[src/rtl/redir_pkg.sv]
package redir_pkg;

    localparam int SEQ_W = 8;
    localparam int PC_W  = 16;

    typedef enum logic [1:0] {
        CAUSE_NONE   = 2'd0,
        CAUSE_BRANCH = 2'd1,
        CAUSE_ORDER  = 2'd2,
        CAUSE_MEMBLK = 2'd3
    } cause_e;

    typedef struct packed {
        logic             vld;
        logic [SEQ_W-1:0] seq;
        logic [PC_W-1:0]  npc;
        logic [PC_W-1:0]  mpc;
        logic             brmis;
        logic             taken;
        logic             incl;
    } sq_rec_t;

    // Cause precedence: mispredict, ordering violation, then an armed blocked load.
    function automatic cause_e classify(input logic live, input logic mis,
                                        input logic ord, input logic blk,
                                        input logic armed);
        if (!live)              return CAUSE_NONE;
        else if (mis)           return CAUSE_BRANCH;
        else if (ord)           return CAUSE_ORDER;
        else if (blk && armed)  return CAUSE_MEMBLK;
        else                    return CAUSE_NONE;
    endfunction

endpackage

[src/rtl/redir_slot_eval.sv]
module redir_slot_eval
    import redir_pkg::*;
#(
    parameter int ISZ = 4
) (
    input  logic             live,
    input  logic             mis,
    input  logic             ord,
    input  logic             blk,
    input  logic             armed,
    input  logic [SEQ_W-1:0] seq,
    input  logic [PC_W-1:0]  pc,
    input  logic [PC_W-1:0]  npc,
    output cause_e           cause,
    output sq_rec_t          rec
);
    localparam logic [PC_W-1:0] STEP = PC_W'(ISZ);

    always_comb begin
        cause = classify(live, mis, ord, blk, armed);
        rec   = '0;
        unique case (cause)
            CAUSE_BRANCH: begin
                rec.vld   = 1'b1;
                rec.seq   = seq;
                rec.npc   = npc;
                rec.mpc   = pc;
                rec.brmis = 1'b1;
                rec.taken = (npc != (pc + STEP));
            end
            CAUSE_ORDER: begin
                rec.vld = 1'b1;
                rec.seq = seq;
                rec.npc = npc;
            end
            CAUSE_MEMBLK: begin
                rec.vld  = 1'b1;
                rec.seq  = seq;
                rec.npc  = pc;
                rec.incl = 1'b1;
            end
            default: rec = '0;
        endcase
    end
endmodule

[src/rtl/redir_thread_pick.sv]
module redir_thread_pick
    import redir_pkg::*;
#(
    parameter int W     = 4,
    parameter int TID_W = 1,
    parameter int TID   = 0
) (
    input  logic [W-1:0][TID_W-1:0] tid,
    input  cause_e [W-1:0]          cause,
    input  sq_rec_t [W-1:0]         rec,
    input  logic [W-1:0]            pred,
    output sq_rec_t                 pick,
    output logic                    blk_set,
    output logic                    br_fire,
    output logic                    br_pred
);
    localparam logic [TID_W-1:0] MY_TID = TID_W'(TID);

    always_comb begin
        logic found;
        found   = 1'b0;
        pick    = '0;
        blk_set = 1'b0;
        br_fire = 1'b0;
        br_pred = 1'b0;
        for (int i = 0; i < W; i++) begin
            if (!found && tid[i] == MY_TID && cause[i] != CAUSE_NONE) begin
                found   = 1'b1;
                pick    = rec[i];
                blk_set = (cause[i] == CAUSE_MEMBLK);
                br_fire = (cause[i] == CAUSE_BRANCH);
                br_pred = pred[i];
            end
        end
    end
endmodule

[src/rtl/redir_mis_cnt.sv]
module redir_mis_cnt #(
    parameter int T     = 2,
    parameter int CNT_W = 8
) (
    input  logic             clk,
    input  logic             rst,
    input  logic [T-1:0]     inc,
    output logic [CNT_W-1:0] cnt
);
    logic [CNT_W-1:0] add;

    always_comb begin
        add = '0;
        for (int t = 0; t < T; t++) add = add + CNT_W'(inc[t]);
    end

    always_ff @(posedge clk) begin
        if (rst) cnt <= '0;
        else     cnt <= cnt + add;
    end
endmodule

[src/rtl/redir_arb.sv]
module redir_arb
    import redir_pkg::*;
#(
    parameter int W     = 4,
    parameter int T     = 2,
    parameter int ISZ   = 4,
    parameter int CNT_W = 8,
    localparam int TID_W = (T > 1) ? $clog2(T) : 1
) (
    input  logic                    clk,
    input  logic                    rst,
    input  logic [W-1:0]            ex_valid,
    input  logic [W-1:0]            ex_squashed,
    input  logic [W-1:0][TID_W-1:0] ex_tid,
    input  logic [W-1:0][SEQ_W-1:0] ex_seq,
    input  logic [W-1:0][PC_W-1:0]  ex_pc,
    input  logic [W-1:0][PC_W-1:0]  ex_npc,
    input  logic [W-1:0]            ex_pred_taken,
    input  logic [W-1:0]            ex_mispred,
    input  logic [W-1:0]            ex_ord_viol,
    input  logic [W-1:0]            ex_mem_blocked,
    input  logic [T-1:0]            blk_rearm,
    output logic [T-1:0]            sq_valid,
    output logic [T-1:0][SEQ_W-1:0] sq_seq,
    output logic [T-1:0][PC_W-1:0]  sq_next_pc,
    output logic [T-1:0][PC_W-1:0]  sq_mis_pc,
    output logic [T-1:0]            sq_branch,
    output logic [T-1:0]            sq_taken,
    output logic [T-1:0]            sq_incl,
    output logic [T-1:0]            blk_handled,
    output logic [W-1:0]            ex_done,
    output logic [CNT_W-1:0]        cnt_taken_wrong,
    output logic [CNT_W-1:0]        cnt_ntaken_wrong
);
    cause_e  [W-1:0] slot_cause;
    sq_rec_t [W-1:0] slot_rec;
    sq_rec_t [T-1:0] pick_rec;
    sq_rec_t [T-1:0] rec_q;
    logic    [T-1:0] blk_set, br_fire, br_pred;
    logic    [T-1:0] handled_q;

    for (genvar i = 0; i < W; i++) begin : g_slot
        redir_slot_eval #(.ISZ(ISZ)) u_eval (
            .live  (ex_valid[i] && !ex_squashed[i]),
            .mis   (ex_mispred[i]),
            .ord   (ex_ord_viol[i]),
            .blk   (ex_mem_blocked[i]),
            .armed (!handled_q[ex_tid[i]]),
            .seq   (ex_seq[i]),
            .pc    (ex_pc[i]),
            .npc   (ex_npc[i]),
            .cause (slot_cause[i]),
            .rec   (slot_rec[i])
        );
    end

    for (genvar t = 0; t < T; t++) begin : g_thr
        redir_thread_pick #(.W(W), .TID_W(TID_W), .TID(t)) u_pick (
            .tid     (ex_tid),
            .cause   (slot_cause),
            .rec     (slot_rec),
            .pred    (ex_pred_taken),
            .pick    (pick_rec[t]),
            .blk_set (blk_set[t]),
            .br_fire (br_fire[t]),
            .br_pred (br_pred[t])
        );

        assign sq_valid[t]   = rec_q[t].vld;
        assign sq_seq[t]     = rec_q[t].seq;
        assign sq_next_pc[t] = rec_q[t].npc;
        assign sq_mis_pc[t]  = rec_q[t].mpc;
        assign sq_branch[t]  = rec_q[t].brmis;
        assign sq_taken[t]   = rec_q[t].taken;
        assign sq_incl[t]    = rec_q[t].incl;
    end

    always_ff @(posedge clk) begin
        if (rst) begin
            rec_q     <= '0;
            handled_q <= '0;
            ex_done   <= '0;
        end else begin
            rec_q     <= pick_rec;
            handled_q <= (handled_q & ~blk_rearm) | blk_set;
            ex_done   <= ex_valid & ex_squashed;
        end
    end

    assign blk_handled = handled_q;

    redir_mis_cnt #(.T(T), .CNT_W(CNT_W)) u_cnt_tw (
        .clk (clk), .rst (rst), .inc (br_fire & br_pred), .cnt (cnt_taken_wrong)
    );
    redir_mis_cnt #(.T(T), .CNT_W(CNT_W)) u_cnt_nw (
        .clk (clk), .rst (rst), .inc (br_fire & ~br_pred), .cnt (cnt_ntaken_wrong)
    );
endmodule

[config.mk]
export PLATFORM = sky130hd
export DESIGN_NAME = redir_arb
export DESIGN_NICKNAME = d
export VERILOG_FILES = /design/src/rtl/redir_pkg.sv /design/src/rtl/redir_slot_eval.sv /design/src/rtl/redir_thread_pick.sv /design/src/rtl/redir_mis_cnt.sv /design/src/rtl/redir_arb.sv
export SDC_FILE = /design/constraint.sdc
export NUM_CORES = 1
export LEC_CHECK = 0
export ABC_AREA = 1
export ABC_CLOCK_PERIOD_IN_PS = 4600
export BUFFER_PORTS_ARGS = -buffer_cell sky130_fd_sc_hd__buf_2
export CELL_PAD_IN_SITES_DETAIL_PLACEMENT = 1
export CELL_PAD_IN_SITES_GLOBAL_PLACEMENT = 1
export CORE_MARGIN = 2
export CORE_UTILIZATION = 34
export DETAILED_ROUTE_END_ITERATION = 10
export GPL_ROUTABILITY_DRIVEN = 0
export GPL_TIMING_DRIVEN = 0
export PLACE_DENSITY_LB_ADDON = 0.1
export SETUP_SLACK_MARGIN = 0.15
export SYNTH_ARGS = -nofsm -noshare
export SYNTH_HDL_FRONTEND = slang
export SYNTH_SLANG_ARGS = --single-unit
[constraint.sdc]
create_clock -name clk -period 4.6 [get_ports clk]
set_input_delay 0.23 -clock clk [delete_from_list [all_inputs] [get_ports clk]]
set_output_delay 0.23 -clock clk [all_outputs]
set_load 0.03 [all_outputs]
==> impl_metrics.py <==
metrics = {
    "finish": {
        "final_cell_mix": "nand2_1, buf_2, inv_1",
        "syn2layout_area_growth_pct": 27.8,
        "nets": 1980,
        "final_util": 0.442,
        "final_common_cell": "nand2_1",
        "layout.cells.non_filler": 2097,
        "layout-drive-gt1-share": 0.207,
        "fillers": 3512,
    },
    "timing": {
        "fin_skew_ns": 0.00735,
        "final_max_slew_viol_count": 0,
        "tns_ns": 0,
        "rsz0062_at_grt": "false",
        "worstMarginPinSlew_ns": 0.827,
        "period_share": 0.898,
        "fin_crit_ns": 4.13,
        "fmax_mhz": 242,
        "setup_violations": 0,
        "maxSlewHeadroom": 0.444,
        "hold_viol": 0,
        "layout_setup_ws_ns": 0.469,
    },
    "pwr": {
        "power.density_nw_per_um2": 226,
        "power_frac_seq": 0.387,
        "fin_total_pwr_mw": 2.51,
        "power_switching_mw": 0.898,
        "switching_share": 0.358,
        "p_int_mw": 1.61,
        "ir_worst_vdd_mv": 0.159,
        "leakagePower_nw": 5.24,
        "clkPwrFrac": 0.342,
        "power_frac_comb": 0.271,
    },
    "worst_setup_path": {
        "worstSetupPathType": "reg2reg",
        "critPathLaunchType": "flip-flop",
        "crit_fanout": 9,
        "arrival_ns": 4.37,
        "cpMostUsedCell": "nand2_1",
        "worstSetupEndpointType": "flip-flop",
        "max_stage_delay_ns": 0.38,
        "cpMaxStageDelayCell": "fa_2",
        "cp.required_ns": 4.84,
        "reg2reg_setup_slack_ns": 0.47,
    },
    "clocking": {
        "clock_sinks": 110,
        "path_clk_slew_ns": 0.08,
        "cts_buffers": 9,
        "cts_root_buf": "clkbuf_16",
        "cts_tree": "built",
        "clock_latency_ns": 0.37,
        "clock_path_buffers": 2,
        "htreeDepth": 3,
    },
    "logic_synthesis": {
        "async_flop_share": 0,
        "avgSynthCellArea_sq_um": 6.03,
        "syn_area_sq_um": 8710,
        "yosysSeqAreaShare": 0.253,
        "synthFlopType": "dfxtp_1",
        "synthDistinctLibCells": 39,
        "ys_ff_latch": 110,
        "synth_warnings": 0,
        "syn_nets": 1663,
        "netlist_instances": 1444,
        "synth-edff-count": 0,
    },
    "route": {
        "wl_per_cell_um": 21.2,
        "drt_iter0_markers": 982,
        "first_pass_iters": 5,
        "vias": 11600,
        "totalWireLength_um": 44500,
        "drc": 0,
        "vias_per_cell": 5.54,
        "detail-route-antenna-nets": 0,
    },
    "floorplan": {
        "core_sq_um": 25200,
        "ios": 302,
        "rows": 58,
        "fp.dieH_um": 164,
        "die_area_sq_um": 26900,
        "initial_core_util": 0.346,
        "die_w_um": 164,
    },
    "place": {
        "dp_slack_ns": -0.650,
        "dp_cells": 2069,
        "io_buffers": 295,
        "hpwlAfterDp_um": 36900,
    },
    "global_route": {
        "grt_pass1_vias": 11600,
        "grt_overflow": 0,
        "grt_pass1_wl_um": 65700,
        "grt_max_degree": 21,
        "track_usage": 0.325,
        "antenna_found_initial": 1,
    },
    "flow_run": {
        "max_cap_viol_count": 0,
    },
    "hold_path": {
        "hold_class": "in2reg",
    },
    "run_status": {
        "status": "finished, final reports clean",
    },
}
==> routing by layer <==
metal / wire [um] / GRT usage
met5: 0 / 0
met4: 2070 / 0.148
met3: 3620 / 0.0535
met2: 20200 / 0.529
met1: 18600 / 0.420
==> synthesized netlist by cell type, drive strengths merged (3+ instances only) <==
cell type    n  area (sq um)
a21oi      122           611
a221oi       6          52.6
a22o         5          43.8
a22oi        9          67.6
a31oi       41           257
a32oi       15           131
buf         14          67.6
clkbuf      52           195
clkinv       4          15.0
dfxtp      110          2200
ha          25           313
inv        180           676
nand2      405          1530
nand3      106           531
nand4       13          81.3
nor2       145           562
nor3        11          60.1
nor3b        7          52.6
o21ai       28           140
o21bai       6          45.0
o22a         3          26.3
o22ai       65           407
or2          4          25.0
xnor2       30           263
xor2        30           263
==> cells by family (layout without fill, tap and decap cells) <==
kind of cell / Yosys count / after routing / share of synthesized area
flip-flops: 110 / 110 / 0.253
other: 0 / 1 / 0
adder cells (fa/ha/maj): 27 / 27 / 0.0405
AO/OA/AOI/OAI: 301 / 301 / 0.205
AND/OR/NAND/NOR: 696 / 696 / 0.332
buffers and inverters: 250 / 572 / 0.109
XOR/XNOR: 60 / 60 / 0.0603
==> critical path: cells and delay by family (launching register included) <==
| kind | cells | cell delay, ns |
|---|---|---|
| AO/OA/AOI/OAI | 2 | 0.21 |
| AND/OR/NAND/NOR | 16 | 1.97 |
| buffers and inverters | 5 | 0.40 |
| adder cells (fa/ha/maj) | 4 | 1.07 |
| flip-flops | 1 | 0.36 |
==> stage by stage <==
stage          hold WS (ns)  instance area (sq um)
4_1_cts              0.0778                  11000
3_3_place_gp          0.463                  10600
5_1_grt              0.0802                  11100
6_report             0.0783                  11100
3_5_place_dp          0.469                  10600
2_1_floorplan         0.344                   8710
==> path summary, 6_finish.rpt <==
kind,startpoint,to,depth (start not counted)
worst max-delay path,blk_handled[1]$_SDFF_PP0_,u_cnt_tw.cnt[6]$_SDFF_PP0_,27
worst min-delay path,ex_squashed[3],ex_done[3]$_SDFF_PP0_,3
worst max register to register,blk_handled[1]$_SDFF_PP0_,u_cnt_tw.cnt[6]$_SDFF_PP0_,27
worst min register to register,u_cnt_nw.cnt[6]$_SDFF_PP0_,u_cnt_nw.cnt[6]$_SDFF_PP0_,2
==> area by class of cell <==
| type | instances | area, sq um | area share |
|---|---|---|---|
| multi-input cells | 1084 | 5670 | 0.509 |
| plain buffers | 66 | 267 | 0.0239 |
| clock buffers | 9 | 225 | 0.0202 |
| repair buffers | 306 | 1560 | 0.140 |
| inverters | 184 | 696 | 0.0625 |
| diodes | 1 | 2.50 | 0.000225 |
| flip-flops and latches | 110 | 2200 | 0.198 |
| well taps | 330 | 413 | 0.0371 |
| clock inverters | 7 | 91.3 | 0.00821 |
==> power groups by stage <==
stage	sequential [mW]	combinational [mW]	clock, mW
3_3_place_gp	0.993	0.637	0
3_5_place_dp	0.993	0.650	0
2_1_floorplan	1.02	0.325	0
6_report	0.971	0.682	0.859
5_1_grt	0.972	0.738	0.905
4_1_cts	0.971	0.661	0.861
==> state kept, by name, summed over array words and instances (netlist names) <==
| register | count |
|---|---|
| sq_mis_pc | 32 |
| sq_next_pc | 32 |
| sq_seq | 16 |
| u_cnt_nw.cnt | 8 |
| u_cnt_tw.cnt | 8 |
| ex_done | 4 |
| blk_handled | 2 |
| sq_branch | 2 |
| sq_incl | 2 |
| sq_taken | 2 |
| sq_valid | 2 |
==> repair_timing <==
item / in CTS / in global routing
hold buffers: 0 / 0
buffers inserted: 2 / 9
pin swaps: 2 / 8
endpoints found under the setup margin: 14 / 7
gates resized for setup: 17 / 19
No activity file was read; power rests on OpenSTA's default activity.
